## src/rtl/rwc_pkg.sv

```systemverilog
// Package: shared types and fixed constants of the read window center calculator.
// Assumes: nothing beyond the IEEE 1800-2017 language.
package rwc_pkg;

    // Run sequencer state
    typedef enum logic {
        ST_IDLE = 1'b0,
        ST_RUN  = 1'b1
    } rwc_state_t;

    // In 1:1 mode this phase code stands for phase 1 during the arithmetic
    localparam int REMAP_FROM = 4;
    localparam int REMAP_TO   = 1;

    // Number of adder fields in the 1:1 word (phases 0..3)
    localparam int FIELDS_1TO1 = 4;

endpackage

```

## src/rtl/rwc_lane_math.sv

```systemverilog
// Module: combinational center arithmetic for one lane.
// It flattens both window edges, takes the truncated midpoint (or the start
// when the window is inverted), and splits the result into a phase and a delay.
// Assumes: every delay input is below the span of the active mode, and in
// 1:1 mode the phase codes are 0..4.
module rwc_lane_math
    import rwc_pkg::*;
#(
    parameter int PHASE_W     = 3,
    parameter int DELAY_W     = 6,
    parameter int SPAN_NARROW = 32,
    parameter int SPAN_WIDE   = 48
) (
    input  logic               mode_2to1,
    input  logic [PHASE_W-1:0] s_ph,
    input  logic [DELAY_W-1:0] s_dl,
    input  logic [PHASE_W-1:0] e_ph,
    input  logic [DELAY_W-1:0] e_dl,
    output logic [PHASE_W-1:0] c_ph,
    output logic [DELAY_W-1:0] c_dl,
    output logic               inverted
);

    localparam int LIN_W = $clog2((2**PHASE_W) * SPAN_WIDE + 2**DELAY_W);

    logic [PHASE_W-1:0] ph_s_m, ph_e_m;
    logic [LIN_W-1:0]   span, lin_s, lin_e, mid, quo, rem;

    // Remap the phase codes of 1:1 mode
    always_comb begin
        ph_s_m = s_ph;
        ph_e_m = e_ph;
        if (!mode_2to1 && s_ph == PHASE_W'(REMAP_FROM)) ph_s_m = PHASE_W'(REMAP_TO);
        if (!mode_2to1 && e_ph == PHASE_W'(REMAP_FROM)) ph_e_m = PHASE_W'(REMAP_TO);
    end

    // Flatten both edges to linear positions
    always_comb begin
        span  = mode_2to1 ? LIN_W'(SPAN_NARROW) : LIN_W'(SPAN_WIDE);
        lin_s = LIN_W'(ph_s_m) * span + LIN_W'(s_dl);
        lin_e = LIN_W'(ph_e_m) * span + LIN_W'(e_dl);
    end

    // Midpoint, clamped to the start for an inverted window
    always_comb begin
        inverted = (lin_e < lin_s);
        mid      = inverted ? lin_s : (((lin_e - lin_s) >> 1) + lin_s);
    end

    // Split the midpoint by a constant divisor chosen by mode
    always_comb begin
        if (mode_2to1) begin
            quo = mid / LIN_W'(SPAN_NARROW);
            rem = mid % LIN_W'(SPAN_NARROW);
        end else begin
            quo = mid / LIN_W'(SPAN_WIDE);
            rem = mid % LIN_W'(SPAN_WIDE);
        end
        c_ph = PHASE_W'(quo);
        c_dl = DELAY_W'(rem);
    end

endmodule

```

## src/rtl/rwc_adder_sel.sv

```systemverilog
// Module: picks the 3-bit ready-delay adder field chosen by the minimum phase.
// Assumes: PHASE_W >= 2. In 1:1 mode an index above 3 is clamped to
// field 3; the center arithmetic never produces such an index.
module rwc_adder_sel
    import rwc_pkg::*;
#(
    parameter int PHASE_W = 3,
    parameter int ADD_W   = 3
) (
    input  logic                              mode_2to1,
    input  logic [PHASE_W-1:0]                idx,
    input  logic [FIELDS_1TO1*ADD_W-1:0]      word_1to1,
    input  logic [(2**PHASE_W)*ADD_W-1:0]     word_2to1,
    output logic [ADD_W-1:0]                  add
);

    localparam int FIELDS_2TO1 = 2**PHASE_W;

    logic [ADD_W-1:0] fld_n [FIELDS_1TO1];
    logic [ADD_W-1:0] fld_w [FIELDS_2TO1];
    logic [1:0]       idx_n;

    // Unpack both packed words into field arrays
    for (genvar f = 0; f < FIELDS_1TO1; f++) begin : g_unpack_n
        assign fld_n[f] = word_1to1[f*ADD_W +: ADD_W];
    end
    for (genvar f = 0; f < FIELDS_2TO1; f++) begin : g_unpack_w
        assign fld_w[f] = word_2to1[f*ADD_W +: ADD_W];
    end

    // Select the field for the active mode
    always_comb begin
        idx_n = (idx > PHASE_W'(FIELDS_1TO1 - 1)) ? 2'd3 : idx[1:0];
        add   = mode_2to1 ? fld_w[idx] : fld_n[idx_n];
    end

endmodule

```

## src/rtl/rwc_center_top.sv

```systemverilog
// Module: read window center calculator top.
// It steps over the lanes one per cycle after start, stores each lane's
// center, tracks the minimum center phase, and on the last lane registers
// the read-ready delay and pulses done.
// Assumes: inputs stay stable from the start pulse until done. NUM_LANES >= 2.
module rwc_center_top
    import rwc_pkg::*;
#(
    parameter int NUM_LANES   = 4,
    parameter int PHASE_W     = 3,
    parameter int DELAY_W     = 6,
    parameter int SPAN_NARROW = 32,
    parameter int SPAN_WIDE   = 48,
    parameter int SMPL_W      = 5,
    parameter int ADD_W       = 3
) (
    input  logic                              clk,
    input  logic                              rst_n,
    input  logic                              start,
    input  logic                              mode_2to1,
    input  logic [NUM_LANES*PHASE_W-1:0]      win_s_ph,
    input  logic [NUM_LANES*DELAY_W-1:0]      win_s_dl,
    input  logic [NUM_LANES*PHASE_W-1:0]      win_e_ph,
    input  logic [NUM_LANES*DELAY_W-1:0]      win_e_dl,
    input  logic [SMPL_W-1:0]                 sample_dly,
    input  logic [4*ADD_W-1:0]                adder_1to1,
    input  logic [(2**PHASE_W)*ADD_W-1:0]     adder_2to1,
    output logic                              busy,
    output logic                              done,
    output logic                              win_err,
    output logic [NUM_LANES*PHASE_W-1:0]      ctr_ph,
    output logic [NUM_LANES*DELAY_W-1:0]      ctr_dl,
    output logic [PHASE_W-1:0]                min_ph,
    output logic [SMPL_W:0]                   ready_dly
);

    localparam int LANE_W = $clog2(NUM_LANES);
    localparam int RDY_W  = SMPL_W + 1;
    localparam logic [LANE_W-1:0] LAST_LANE = LANE_W'(NUM_LANES - 1);

    rwc_state_t         state_q;
    logic [LANE_W-1:0]  lane_q;
    logic [PHASE_W-1:0] min_q, min_nx, cur_ph;
    logic [DELAY_W-1:0] cur_dl;
    logic               cur_bad, accept, step, last;
    logic               done_q, err_q;
    logic [RDY_W-1:0]   ready_q;
    logic [ADD_W-1:0]   add_sel;
    logic [PHASE_W-1:0] ctr_ph_q [NUM_LANES];
    logic [DELAY_W-1:0] ctr_dl_q [NUM_LANES];

    // Sequencer decode
    assign accept = start && (state_q == ST_IDLE);
    assign step   = (state_q == ST_RUN);
    assign last   = step && (lane_q == LAST_LANE);

    // Arithmetic on the lane currently selected
    rwc_lane_math #(
        .PHASE_W     (PHASE_W),
        .DELAY_W     (DELAY_W),
        .SPAN_NARROW (SPAN_NARROW),
        .SPAN_WIDE   (SPAN_WIDE)
    ) u_math (
        .mode_2to1 (mode_2to1),
        .s_ph      (win_s_ph[lane_q*PHASE_W +: PHASE_W]),
        .s_dl      (win_s_dl[lane_q*DELAY_W +: DELAY_W]),
        .e_ph      (win_e_ph[lane_q*PHASE_W +: PHASE_W]),
        .e_dl      (win_e_dl[lane_q*DELAY_W +: DELAY_W]),
        .c_ph      (cur_ph),
        .c_dl      (cur_dl),
        .inverted  (cur_bad)
    );

    // Running minimum including the current lane
    assign min_nx = (cur_ph < min_q) ? cur_ph : min_q;

    // Adder chosen by the final minimum
    rwc_adder_sel #(
        .PHASE_W (PHASE_W),
        .ADD_W   (ADD_W)
    ) u_add (
        .mode_2to1 (mode_2to1),
        .idx       (min_nx),
        .word_1to1 (adder_1to1),
        .word_2to1 (adder_2to1),
        .add       (add_sel)
    );

    // Run sequencer: state, lane index and the done pulse
    always_ff @(posedge clk) begin
        if (!rst_n) begin
            state_q <= ST_IDLE;
            lane_q  <= '0;
            done_q  <= 1'b0;
        end else begin
            done_q <= 1'b0;
            if (accept) begin
                state_q <= ST_RUN;
                lane_q  <= '0;
            end else if (last) begin
                state_q <= ST_IDLE;
                done_q  <= 1'b1;
            end else if (step) begin
                lane_q <= lane_q + 1'b1;
            end
        end
    end

    // Minimum phase, error flag and read-ready delay
    always_ff @(posedge clk) begin
        if (!rst_n) begin
            min_q   <= '1;
            err_q   <= 1'b0;
            ready_q <= '0;
        end else if (accept) begin
            min_q <= '1;
            err_q <= 1'b0;
        end else if (step) begin
            min_q <= min_nx;
            if (cur_bad) err_q <= 1'b1;
            if (last) ready_q <= RDY_W'(sample_dly) + RDY_W'(add_sel);
        end
    end

    // Per-lane result registers
    for (genvar i = 0; i < NUM_LANES; i++) begin : g_lane
        // Capture this lane's center when it is processed
        always_ff @(posedge clk) begin
            if (!rst_n) begin
                ctr_ph_q[i] <= '0;
                ctr_dl_q[i] <= '0;
            end else if (step && lane_q == LANE_W'(i)) begin
                ctr_ph_q[i] <= cur_ph;
                ctr_dl_q[i] <= cur_dl;
            end
        end
        assign ctr_ph[i*PHASE_W +: PHASE_W] = ctr_ph_q[i];
        assign ctr_dl[i*DELAY_W +: DELAY_W] = ctr_dl_q[i];

        // the reported minimum never exceeds a lane's center
        assert_min_bound_R5: assert property (@(posedge clk) disable iff (!rst_n)
            done |-> (min_ph <= ctr_ph[i*PHASE_W +: PHASE_W]));
    end

    assign busy      = step;
    assign done      = done_q;
    assign win_err   = err_q;
    assign min_ph    = min_q;
    assign ready_dly = ready_q;

    // the delay remainder stays below the span of the active mode
    assert_rem_in_span_R2: assert property (@(posedge clk) disable iff (!rst_n)
        step |-> (mode_2to1 ? (32'(cur_dl) < SPAN_NARROW) : (32'(cur_dl) < SPAN_WIDE)));

    // done lasts a single cycle
    assert_done_pulse_R9: assert property (@(posedge clk) disable iff (!rst_n)
        done |=> !done);

    // an idle start always opens a run
    assert_start_runs_R9: assert property (@(posedge clk) disable iff (!rst_n)
        (start && !busy) |=> busy);

    // every run that ends reports done
    assert_end_done_R9: assert property (@(posedge clk) disable iff (!rst_n)
        $fell(busy) |-> done);

    // a new run begins with the error flag clear
    assert_err_clear_R4: assert property (@(posedge clk) disable iff (!rst_n)
        (start && !busy) |=> !win_err);

    // the ready delay is never below the sample delay it was built from
    assert_ready_floor_R8: assert property (@(posedge clk) disable iff (!rst_n)
        done |-> (ready_dly >= RDY_W'($past(sample_dly))));

endmodule

```

## config.mk

```make
export PLATFORM = sky130hd
export DESIGN_NAME = rwc_center_top
export DESIGN_NICKNAME = d
export VERILOG_FILES = /design/src/rtl/rwc_pkg.sv /design/src/rtl/rwc_lane_math.sv /design/src/rtl/rwc_adder_sel.sv /design/src/rtl/rwc_center_top.sv
export SDC_FILE = /design/constraint.sdc
export NUM_CORES = 1
export LEC_CHECK = 0
export ABC_AREA = 1
export BUFFER_PORTS_ARGS = -buffer_cell sky130_fd_sc_hd__buf_2
export CAP_MARGIN = 20
export CELL_PAD_IN_SITES_DETAIL_PLACEMENT = 1
export CELL_PAD_IN_SITES_GLOBAL_PLACEMENT = 2
export CORE_UTILIZATION = 30
export CTS_BUF_LIST = sky130_fd_sc_hd__clkbuf_4 sky130_fd_sc_hd__clkbuf_8
export CTS_CLUSTER_SIZE = 10
export DETAILED_ROUTE_END_ITERATION = 10
export MAX_ROUTING_LAYER = met4
export PLACE_DENSITY = 0.86
export SETUP_SLACK_MARGIN = 0.02
export SLEW_MARGIN = 20
export SYNTH_ARGS = -nofsm -noshare
export SYNTH_HDL_FRONTEND = slang
export SYNTH_SLANG_ARGS = --single-unit
```

## constraint.sdc

```tcl
create_clock -name clk -period 17.3 [get_ports clk]
set_input_delay 3.46 -clock clk [delete_from_list [all_inputs] [get_ports clk]]
set_output_delay 3.46 -clock clk [all_outputs]
set_load 0.01 [all_outputs]
```

==> impl_metrics.csv, run 1 <==
group,metric,value,unit
finish,final_common_cell,"buf_2",
die,start_util,31.1,%
finish,drive_above_1_share,28.1,%
timing,finalCriticalPeriod,11.53,ns
logic_synthesis,synth_edf_count,36,
timing,setup_tns,0,ns
drt,wl_met2,7.79,mm
worst_setup_path,arrival,11.73,ns
timing,maxSlewHeadroom,52.5,%
timing,hold_viol,0,
logic_synthesis,synth_area,4580,um2
global_routing,overflow,0,
clock_tree,cts_resized,0,
die,io_pins,165,
timing,finClkSkew,0.00896,ns
die,dieArea,15800,um2
clock_tree,htree_levels,2,
logic_synthesis,ys_seq_area_share,29.7,%
place,port_buffers,164,
finish,area_delta_synth_final,22.4,%
worst_setup_path,cp_top_family,"compound AO/OA/AOI/OAI gates",
logic_synthesis,synth_top_flop_cell,"edfxtp_1",
logic_synthesis,avgSynthCellArea,7.52,um2
status,violations,"DRC",
die,rows,44,
logic_synthesis,synth_cell_types,49,
worst_hold_path,holdPathStages,1,
place,dp_hpwl,13.0,mm
drt,drcViolationCount,11,
worst_hold_path,hp-start,"win_err",
worst_setup_path,worstSetupStartpoint,"win_s_ph[4]",
finish,antenna_cells,0,
drt,avgRoutedWirePerCell,16.5,um
drt,vias,4736,
drt,route.met3.wl,497,um
clock_tree,cts.path.max_buffers,2,
worst_setup_path,slowest_stage,"o21ai_0",
global_routing,gr-usage-all-layers,20.6,%
worst_hold_path,hold_path_class,"register to register",
clock_tree,cts_buffers,5,
drt,wl,15.6,mm
status,status,"finished with violations",
worst_setup_path,path_buf_inv,7,
timing,drv_slew,0,
die,die_w,126,um
worst_setup_path,r2r-start,"lane_q[1]",
logic_synthesis,yosysWarnings,0,
worst_setup_path,critPathLaunchType,"input pin",
drt,drt-met1-wl,7.05,mm
worst_setup_path,path_max_fanout,13,
worst_setup_path,crit_top_cell,"nand2_1",
worst_setup_path,reg2reg_to,"ready_dly[3]",
drt,ant_nets,0,
clock_tree,postCtsHoldBufs,0,
logic_synthesis,async_reset_ff_share,0,%
worst_setup_path,path_class,"input pin to register",
timing,fmax,86.7,MHz
timing,tightest_slew,0.706,ns
timing,period_share,66.6,%
drt,drtIter0Drc,180,
clock_tree,clkLatencyLatePin,0.31,ns
global_routing,grt_pass1_wl,25.4,mm
global_routing,grt_pass1_vias,5045,
worst_setup_path,crit_cells,45,
finish,final_cell_mix,"164 x buf_2, 131 x nand2_1, 73 x nand3_1, 71 x nor2_1, 54 x inv_1",
timing,rsz0062_at_grt,"no",
die,core_area,14700,um2
worst_setup_path,r2r_setup_slack,7.89,ns
worst_setup_path,slowest_delay,0.56,ns
finish,final_core_util,38.1,%
clock_tree,path_clk_slew,0.10,ns
clock_tree,cts.sinks,50,
timing,setup_viol,0,
worst_setup_path,end_kind,"register",
logic_synthesis,syn_nets,776,
place,gp_congestion,0.876,
logic_synthesis,yosys_register_bits,50,
worst_hold_path,whs_endpoint,"win_err",
die,die_y,126,um
job,drv_cap,0,
worst_setup_path,cp.required,17.50,ns
clock_tree,cts_setup_buffers,0,
worst_setup_path,r2r_cells,44,
global_routing,grt_max_degree,41,
finish,nets,928,
global_routing,antenna_found_initial,0,
drt,viasPerCell,5.01,
drt,first_pass_iters,7,
clock_tree,tritoncts,"built",
clock_tree,cts_root_buffer,"clkbuf_8",
drt,top_layer,"met4",
logic_synthesis,netlist_instances,609,
-- sequential cells by signal, indices dropped and copies added, names as in the netlist --
signal / count
ready_dly: 6
win_err: 1
lane_q: 2
min_ph: 3
done: 1
ctr_ph_q: 12
busy: 1
ctr_dl_q: 24
-- metrics by stage --
stage	worst slack (ns)	hold WS, ns	instances	cell area, um2
finish	5.77	0.475	946	5600
global route	5.01	0.500	946	5600
CTS	5.85	0.477	946	5600
detailed placement	5.56	0.454	938	5510
global placement	5.97	0.447	938	5510
floorplan	6.93	0.494	609	4580
-- per-layer routing --
layer  GRT usage (%)  vias to the layer above
met3            2.35                       19
li1                -                     2365
met4            3.95                        0
met1            25.1                     2266
met5               -                        -
met2            36.5                       86
-- worst max path at each step --
stage	endpoint	slack (ns)
floorplan	ready_dly[4]	6.93
global placement	ready_dly[3]	5.97
detailed placement	ready_dly[3]	5.56
CTS	ready_dly[3]	5.85
global route	ready_dly[3]	5.01
finish	ready_dly[3]	5.77
-- cells by family after synthesis --
family / share of synthesized area [%]
AND/OR/NAND/NOR: 31.1
AO/OA/AOI/OAI: 14.1
buffers and inverters: 7.65
adder cells (fa/ha/maj): 14.3
flip-flops: 29.7
XOR/XNOR: 2.87
multiplexers: 0.219
-- cells in the mapped netlist (2+ instances only) --
library cell | number | area, um2
clkbuf_1 | 12 | 45.0
o21a_1 | 4 | 30.0
a31oi_1 | 3 | 18.8
o211ai_1 | 2 | 15.0
xnor2_1 | 5 | 43.8
nor2_1 | 71 | 267
buf_2 | 2 | 10.0
inv_2 | 4 | 15.0
a21oi_1 | 32 | 160
a32o_1 | 3 | 30.0
nand2_4 | 5 | 56.3
o31ai_1 | 2 | 15.0
nand3_1 | 73 | 365
a32oi_1 | 6 | 52.6
dfxtp_1 | 14 | 280
nand3_2 | 5 | 50.1
nor3_1 | 2 | 10.0
fa_1 | 4 | 80.1
buf_6 | 4 | 45.0
inv_1 | 54 | 203
o22ai_1 | 8 | 50.1
o21ai_4 | 2 | 32.5
nand2_1 | 131 | 492
o21ai_0 | 29 | 145
xor2_1 | 10 | 87.6
nand2_2 | 15 | 93.8
ha_1 | 46 | 576
o21ai_2 | 2 | 17.5
nand4_1 | 4 | 25.0
edfxtp_1 | 36 | 1080
-- final cells by class --
type / instances / area [um2]
Fill cell: 1869 / 9090
Multi-Input combinational cell: 479 / 2870
Sequential cell: 50 / 1360
Timing Repair Buffer: 165 / 828
Tap cell: 184 / 230
Inverter: 60 / 228
Clock buffer: 5 / 68.8
Clock inverter: 3 / 21.3
Power of run 1 is left out: the tool's default activity adds up to more than one toggle a clock period on the data nets, which glitch-free logic cannot reach.
==> run 2: changes to the inputs <==
--- a/config.mk
+++ b/config.mk
@@ -5,17 +5,17 @@
 export SDC_FILE = /design/constraint.sdc
 export NUM_CORES = 1
 export LEC_CHECK = 0
-export ABC_AREA = 1
+export ABC_AREA = 0
 export BUFFER_PORTS_ARGS = -buffer_cell sky130_fd_sc_hd__buf_2
 export CAP_MARGIN = 20
 export CELL_PAD_IN_SITES_DETAIL_PLACEMENT = 1
 export CELL_PAD_IN_SITES_GLOBAL_PLACEMENT = 2
-export CORE_UTILIZATION = 30
+export CORE_UTILIZATION = 28
 export CTS_BUF_LIST = sky130_fd_sc_hd__clkbuf_4 sky130_fd_sc_hd__clkbuf_8
 export CTS_CLUSTER_SIZE = 10
 export DETAILED_ROUTE_END_ITERATION = 10
 export MAX_ROUTING_LAYER = met4
-export PLACE_DENSITY = 0.86
+export PLACE_DENSITY = 0.77
 export SETUP_SLACK_MARGIN = 0.02
 export SLEW_MARGIN = 20
 export SYNTH_ARGS = -nofsm -noshare
==> constraint.sdc (replaced) <==
create_clock -name clk -period 10.05 [get_ports clk]
set_input_delay 2.01 -clock clk [delete_from_list [all_inputs] [get_ports clk]]
set_output_delay 2.01 -clock clk [all_outputs]
set_load 0.01 [all_outputs]
==> run 2 against run 1 <==
Net effect: the flow now finishes without violations; wire length shrank 6.1%; first-iteration DRC count grew 28%; register-to-register slack worse by 6.6 ns; die area grew 13%; clock skew up 0.0029 ns; sequential share of layout area decreased by 2.5 points; synthesized cell count is 18% lower; non-clock buffer count up 26; global-route usage is 4.0 points lower; count of clock-buffer cells in the layout is the same; final cell count down 4.8%; flip-flop and latch count stayed put.
==> impl_metrics.csv, run 2 <==
group,metric,value,unit
status,status,"completed",
drt,drcViolationCount,0,
finish,antenna_cells,0,
clock_tree,postCtsHoldBufs,0,
clock_tree,htree_levels,2,
clock_tree,clkLatencyLatePin,0.30,ns
logic_synthesis,syn_nets,667,
worst_setup_path,cp.required,10.23,ns
global_routing,grt_pass1_wl,23.2,mm
die,dieArea,17900,um2
die,core_area,16800,um2
timing,drv_slew,0,
clock_tree,tritoncts,"built",
timing,finClkSkew,0.0119,ns
drt,drtIter0Drc,231,
worst_setup_path,path_max_fanout,6,
logic_synthesis,synth_top_family_by_area,"compound AO/OA/AOI/OAI gates",
worst_hold_path,hold_path_class,"register to register",
logic_synthesis,synth_common_cells,"58 x nor2_1, 46 x ha_1, 36 x edfxtp_1, 35 x nand2_1, 32 x a21oi_1",
clock_tree,cts_buffers,5,
logic_synthesis,synth_edf_count,36,
place,port_buffers,164,
timing,hold_viol,0,
timing,tightest_slew,0.803,ns
drt,avgRoutedWirePerCell,16.2,um
finish,top_register,"ctr_dl_q",
place,dp_hpwl,12.2,mm
finish,final_common_cell,"buf_2",
place,place_area,6010,um2
logic_synthesis,ys_seq_area_share,28.1,%
timing,maxSlewHeadroom,46.5,%
logic_synthesis,yosys.area_share.xor_xnor,5.19,%
place,gp_congestion,0.850,
timing,setup_tns,0,ns
worst_setup_path,critPathLaunchType,"input pin",
clock_tree,path_clk_slew,0.10,ns
global_routing,grt_max_degree,23,
drt,vias,4587,
finish,largest_reg_flops,24,
logic_synthesis,synth-compound-area-share,19.7,%
worst_setup_path,path_class,"input pin to register",
timing,finalCriticalPeriod,9.56,ns
drt,first_pass_iters,4,
logic_synthesis,synth.area.mux_share,11.8,%
worst_setup_path,slowest_stage,"mux4_2",
die,start_util,28.9,%
drt,ant_nets,0,
logic_synthesis,ys_top_cells_by_area,"edfxtp_1 22%, ha_1 12%, mux4_2 8.4%",
clock_tree,cts.sinks,50,
logic_synthesis,yosys_register_bits,50,
logic_synthesis,synth_area_leader_cell,"edfxtp_1",
die,die_w,134,um
job,drv_cap,0,
drt,wl,14.6,mm
drt,viasPerCell,5.09,
timing,period_share,95.1,%
finish,nets,847,
timing,timing.final.ws_setup,0.494,ns
die,rows,47,
finish,stdcell_area,6260,um2
logic_synthesis,synth_fa_ha_area_share,13.5,%
logic_synthesis,netlist_instances,500,
global_routing,gr-usage-all-layers,16.6,%
die,io_pins,165,
finish,area_delta_synth_final,29.1,%
clock_tree,cts_root_buffer,"clkbuf_8",
global_routing,grt_pass1_vias,4666,
die,die_y,134,um
worst_setup_path,r2r_setup_slack,1.29,ns
logic_synthesis,async_reset_ff_share,0,%
worst_setup_path,arrival,9.74,ns
clock_tree,cts.path.max_buffers,2,
finish,drive_above_1_share,38.2,%
finish,final_cell_mix,"164 x buf_2, 58 x nor2_1, 42 x ha_1, 36 x edfxtp_1, 35 x nand2_1",
worst_setup_path,end_kind,"register",
global_routing,antenna_found_initial,0,
logic_synthesis,synth.most_common_cell,"nor2_1",
logic_synthesis,yosysWarnings,0,
global_routing,overflow,0,
logic_synthesis,synthSimpleGateAreaFrac,17.8,%
logic_synthesis,synth_cell_types,76,
logic_synthesis,synth_top_flop_cell,"edfxtp_1",
logic_synthesis,synth_top_cell_area_share,22.3,%
worst_setup_path,crit_top_cell,"ha_1",
timing,fmax,105,MHz
place,dp_worst_setup_slack,-0.0895,ns
logic_synthesis,avgSynthCellArea,9.70,um2
timing,setup_viol,0,
logic_synthesis,synth_area,4850,um2
worst_setup_path,slowest_delay,0.51,ns
[run 2: cell types whose count changed in the layout (fill, tap and decap cells not counted), sizes merged, moves of 11 or more]
cell	change
xnor2	+14
nor2	-14
inv	-33
buf	+26
mux4	+18
nand2	-116
o21ai	-14
nand3	-63
nor3	+11
mux2i	+12
[run 2: layer usage]
layer / part of all wire [%] / GRT usage [%]
met1: 46 / 20.4
met2: 51 / 30.1
met3: 3.0 / 1.37
met4: 0.48 / 1.89
met5: 0 / -
[run 2: metrics by stage]
stage / hold slack, ns / std cells / utilization, %
after detailed placement: 0.455 / 886 / 35.8
after global routing: 0.509 / 901 / 37.3
after global placement: 0.447 / 886 / 35.8
after floorplan: 0.483 / 500 / -
final: 0.475 / 901 / 37.3
after CTS: 0.481 / 894 / 36.5
[run 2: layout make-up]
| type | count | area, um2 |
|---|---|---|
| Clock buffer | 5 | 68.8 |
| Clock inverter | 3 | 42.5 |
| Fill cell | 2020 | 10500 |
| Inverter | 25 | 93.8 |
| Multi-Input combinational cell | 407 | 3390 |
| Sequential cell | 50 | 1360 |
| Tap cell | 220 | 275 |
| Timing Repair Buffer | 191 | 1020 |
[run 2: kinds of logic after synthesis]
family | Yosys count
AND/OR/NAND/NOR | 171
multiplexers | 33
adder cells (fa/ha/maj) | 50
buffers and inverters | 43
flip-flops | 50
XOR/XNOR | 27
AO/OA/AOI/OAI | 126
[run 2: what timing repair did]
action | in CTS | in global routing
endpoints found under the setup margin | 0 | 5
setup buffers | 0 | 7
resized for setup | 0 | 18
[run 2: worst max-delay path: cells and delay by family]
| kind | cells | cell delay, ns |
|---|---|---|
| AO/OA/AOI/OAI | 11 | 2.17 |
| adder cells (fa/ha/maj) | 8 | 2.42 |
| AND/OR/NAND/NOR | 8 | 1.09 |
| multiplexers | 3 | 1.07 |
| XOR/XNOR | 4 | 0.71 |
| buffers and inverters | 3 | 0.25 |
[run 2: final timing paths]
path,startpoint,endpoint,cells after the start
worst min-delay path,ready_dly[5],ready_dly[5],2
worst max-delay path,win_s_ph[10],ready_dly[4],37
worst min register to register,ready_dly[5],ready_dly[5],2
worst max register to register,lane_q[0],ready_dly[4],36
Power of run 2 is left out for the same reason.
